===== config.mk =====
export PLATFORM = sky130hd
export DESIGN_NAME = disp_mode_flags
export DESIGN_NICKNAME = d
export VERILOG_FILES = /design/src/rtl/disp_mode_flags.sv
export SDC_FILE = /design/constraint.sdc
export NUM_CORES = 1
export LEC_CHECK = 0
export CAP_MARGIN = 20
export CORE_MARGIN = 2
export CORE_UTILIZATION = 31
export DETAILED_ROUTE_END_ITERATION = 12
export GPL_TIMING_DRIVEN = 0
export MAX_ROUTING_LAYER = met4
export PLACE_DENSITY = 0.77
export SKIP_LAST_GASP = 1
export SYNTH_ARGS = -nofsm -noshare
export SYNTH_HDL_FRONTEND = slang
export SYNTH_SLANG_ARGS = --single-unit

===== constraint.sdc =====
create_clock -name clk -period 2.59 [get_ports clk]
set_input_delay 0.777 -clock clk [delete_from_list [all_inputs] [get_ports clk]]
set_output_delay 0.777 -clock clk [all_outputs]
set_load 0.005 [all_outputs]

===== src/rtl/disp_mode_flags.sv =====
module disp_mode_flags #(
  parameter int ADDR_W = 16,
  parameter int DATA_W = 8
) (
  input  logic              clk,
  input  logic              rst_n,
  input  logic              bus_en,
  input  logic              bus_rw,
  input  logic [ADDR_W-1:0] bus_addr,
  output logic [DATA_W-1:0] rd_data,
  output logic              rd_oe,
  output logic              text_on,
  output logic              mixed_on,
  output logic              page_alt,
  output logic              hires_on
);
  localparam logic [ADDR_W-1:0] SW_BASE = ADDR_W'(16'hC050);
  localparam logic [ADDR_W-1:0] ST_BASE = ADDR_W'(16'hC01A);

  logic [3:0] flg;
  logic       sw_hit;
  logic       st_hit;
  logic [1:0] st_sel;

  assign sw_hit = bus_en && (bus_addr[ADDR_W-1:3] == SW_BASE[ADDR_W-1:3]);

  always_ff @(posedge clk) begin
    if (!rst_n)      flg <= 4'b0001;
    else if (sw_hit) flg[bus_addr[2:1]] <= bus_addr[0];
  end

  always_comb begin
    st_hit = 1'b0;
    st_sel = 2'd0;
    for (int i = 0; i < 4; i++) begin
      if (bus_addr == ST_BASE + ADDR_W'(i)) begin
        st_hit = bus_en && bus_rw;
        st_sel = 2'(i);
      end
    end
  end

  assign rd_oe   = st_hit;
  assign rd_data = st_hit ? {flg[st_sel], {(DATA_W-1){1'b0}}} : '0;

  assign text_on  = flg[0];
  assign mixed_on = flg[1];
  assign page_alt = flg[2];
  assign hires_on = flg[3];

  assert_text_set_R1: assert property (@(posedge clk) disable iff (!rst_n)
    (bus_en && bus_addr == ADDR_W'(16'hC051)) |=> text_on);
  assert_text_clr_R1: assert property (@(posedge clk) disable iff (!rst_n)
    (bus_en && bus_addr == ADDR_W'(16'hC050)) |=> !text_on);
  assert_mixed_set_R2: assert property (@(posedge clk) disable iff (!rst_n)
    (bus_en && bus_addr == ADDR_W'(16'hC053)) |=> mixed_on);
  assert_page_set_R3: assert property (@(posedge clk) disable iff (!rst_n)
    (bus_en && bus_addr == ADDR_W'(16'hC055)) |=> page_alt);
  assert_hires_clr_R4: assert property (@(posedge clk) disable iff (!rst_n)
    (bus_en && bus_addr == ADDR_W'(16'hC056)) |=> !hires_on);
  assert_hold_R9: assert property (@(posedge clk) disable iff (!rst_n)
    !(bus_en && bus_addr[ADDR_W-1:3] == SW_BASE[ADDR_W-1:3])
      |=> $stable({text_on, mixed_on, page_alt, hires_on}));
  assert_oe_read_R7: assert property (@(posedge clk) disable iff (!rst_n)
    rd_oe |-> (bus_en && bus_rw && rd_data[DATA_W-2:0] == '0));
  assert_quiet_R7: assert property (@(posedge clk) disable iff (!rst_n)
    !rd_oe |-> (rd_data == '0));
endmodule


==> flow_metrics.py <==
metrics = {
    "placement": {
        "dp_hpwl_um": 905,
        "dp.cells": 89,
        "post_dp_cell_area_um2": 677,
        "io_buffers": 23,
        "place_congestion": 0.820,
    },
    "clock_tree": {
        "cts_sinks": 4,
        "cts_max_level": 1,
        "clk_latency_ps": 230,
        "cts_tree": "built",
        "root_buffer": "clkbuf_4",
        "clkTransAtPathRegs_ps": 40,
        "cts_inserted_buffers": 3,
        "clock_tree.buffer_depth": 2,
    },
    "power": {
        "p_total_uw": 195,
        "ir_drop_uv": 224,
        "powerDensity_mw_per_mm2": 278,
        "power.leakage_nw": 0.335,
    },
    "global_routing": {
        "grtUsageMet1_pct": 16.7,
        "grt_max_degree": 10,
        "grt_pass1_vias": 365,
        "grt_use_met3_pct": 6.67,
        "top_usage_layer": "met2",
        "grtUsageTotal_pct": 15.5,
        "antenna_found_initial": 0,
        "use_met2_pct": 26.6,
        "grt_pass1_wl_um": 1590,
        "grt_overflow": 0,
    },
    "drt": {
        "wl_um": 1090,
        "via_count": 447,
        "avgViaCountPerCell": 4.71,
        "drc_errors": 0,
        "firstDrtPassIters": 4,
        "drtIter0Drc": 9,
        "wire_per_inst_um": 11.5,
        "antenna_left": 0,
    },
    "setup_path": {
        "cp_slowest_cell": "and4bb_2",
        "rr_startpoint": "flg[0]",
        "r2r.worst_path.cells": 3,
        "setup.worst_path.start_class": "input pin",
        "crit_chain": "clkdlybuf4s15_1, and4bb_2, nand4_1, and4bb_1, buf_2",
        "slowest_delay_ps": 300,
        "required_ps": 1810,
        "crit_path_end_kind": "output port",
        "arrival_ps": 1730,
        "cp_max_fo": 2,
        "path_class": "input pin to output port",
        "worstSetupStartpoint": "bus_addr[13]",
    },
    "timing": {
        "drv_slew": 0,
        "rsz0062_at_grt": "no",
        "finalSetupViolCount": 0,
        "finClkSkew_ps": 0,
        "finalHoldViolCount": 0,
        "worst_hold_slack_ps": 479,
        "fin_crit_sh_pct": 96.9,
        "tns_ps": 0,
        "max_freq_mhz": 399,
        "period_needed_ps": 2510,
    },
    "floorplanning": {
        "ios": 33,
        "die_w_um": 40.2,
        "fp-row-count": 13,
        "start_util_pct": 32.4,
        "dieArea_mm2": 0.00161,
        "die_y_um": 40.2,
        "core_mm2": 0.00125,
    },
    "logic_synthesis": {
        "postSynthCellCount": 45,
        "synth_top_area_share_pct": 19.8,
        "yosysSeqAreaShare_pct": 19.8,
        "synth-seq-cells": 4,
        "synth_area_um2": 405,
        "ys_types": 28,
        "synth_top_cell_by_area": "dfxtp_1",
        "synthTopCellsByArea": "dfxtp_1 (20%), buf_4 (13%), and4bb_1 (6.2%)",
        "ys_warn_count": 0,
        "avgSynthCellArea_um2": 9.01,
    },
    "finish": {
        "instances_no_fill": 95,
        "layout_commonest_cell": "buf_4",
        "largest_reg_flops": 4,
        "drive_gt1_share_pct": 28.7,
        "reg.largest.list": "flg x4",
        "nNetsFinal": 102,
        "syn_to_final_growth_pct": 73.1,
        "n_antenna_cell": 0,
        "largest_register": "flg",
        "final_cell_mix": "buf_4 (10), dlygate4sd2_1 (8), clkdlybuf4s50_1 (8)",
        "stdcell_area_um2": 702,
    },
    "flow_run": {
        "drv_cap": 0,
    },
    "min_path": {
        "whs_path_depth": 2,
        "min_path_type": "flip-flop to flip-flop",
        "min_from": "flg[1]",
    },
    "run_status": {
        "outcome": "finished, final reports clean",
    },
}
[cells in the mapped netlist, drive strengths merged]
library cell  number
a21oi              2
conb               1
nor4               2
o211ai             1
and4bb             3
dfxtp              4
nand4              2
and3b              1
nor3b              2
o41ai              1
inv                2
nor2b              1
mux2i              1
o21ai              1
o31ai              1
nand2              4
nor2               1
a221oi             1
buf                9
o31a               1
nor3               1
xnor2              1
o311ai             1
and2b              1
[area by class of cell]
class,count,area [um^2]
fillers,130,551
multi-input cells,36,278
repair buffers,26,233
flip-flops and latches,4,80.1
plain buffers,9,62.6
clock buffers,3,22.5
well taps,15,18.8
inverters,2,7.51
[where the power goes]
| part | switching, mW | internal (mW) |
|---|---|---|
| Clock | 0.0259 | 0.0519 |
| Sequential | 0.000000701 | 0.0619 |
| Combinational | 0.0218 | 0.0334 |
| Total | 0.0477 | 0.147 |
[worst max-delay path, delay by kind of cell]
kind / cells / cell delay [ps]
buf+inv: 2 / 270
simple gates: 3 / 680
[metal layers]
layer	routed length, um	vias to the layer above
met5	0	-
met4	0	0
met3	84	0
met2	604	17
met1	402	203
li1	-	227
[metrics by stage]
step,util (%),setup WS (ps)
2_1_floorplan,-,271
3_3_place_gp,54.0,-651
3_5_place_dp,54.0,-657
4_1_cts,55.6,3.58
5_1_grt,56.0,2.47
6_report,56.0,81.0
[worst paths after layout]
check	endpoint	slack (ps)
worst min-delay path	flg[1]	480
worst max-delay path	rd_data[7]	80
worst max register to register	flg[0]	1930
worst min register to register	flg[1]	480
[cells by family after synthesis]
family                 after synthesis  synth area share, %
buffers and inverters               11                 17.3
flip-flops                           4                 19.8
other                                1                0.925
AND/OR/NAND/NOR                     18                 41.4
XOR/XNOR                             1                 2.16
AO/OA/AOI/OAI                        9                 16.1
multiplexers                         1                 2.47
[what timing repair did]
item	in CTS	in global routing
hold buffers	0	0
endpoints found under the setup margin	2	1
setup buffers	3	0
hold endpoints to repair	0	0
pin swaps	6	5
resized for setup	22	4
(Power assumes the default switching activity.)
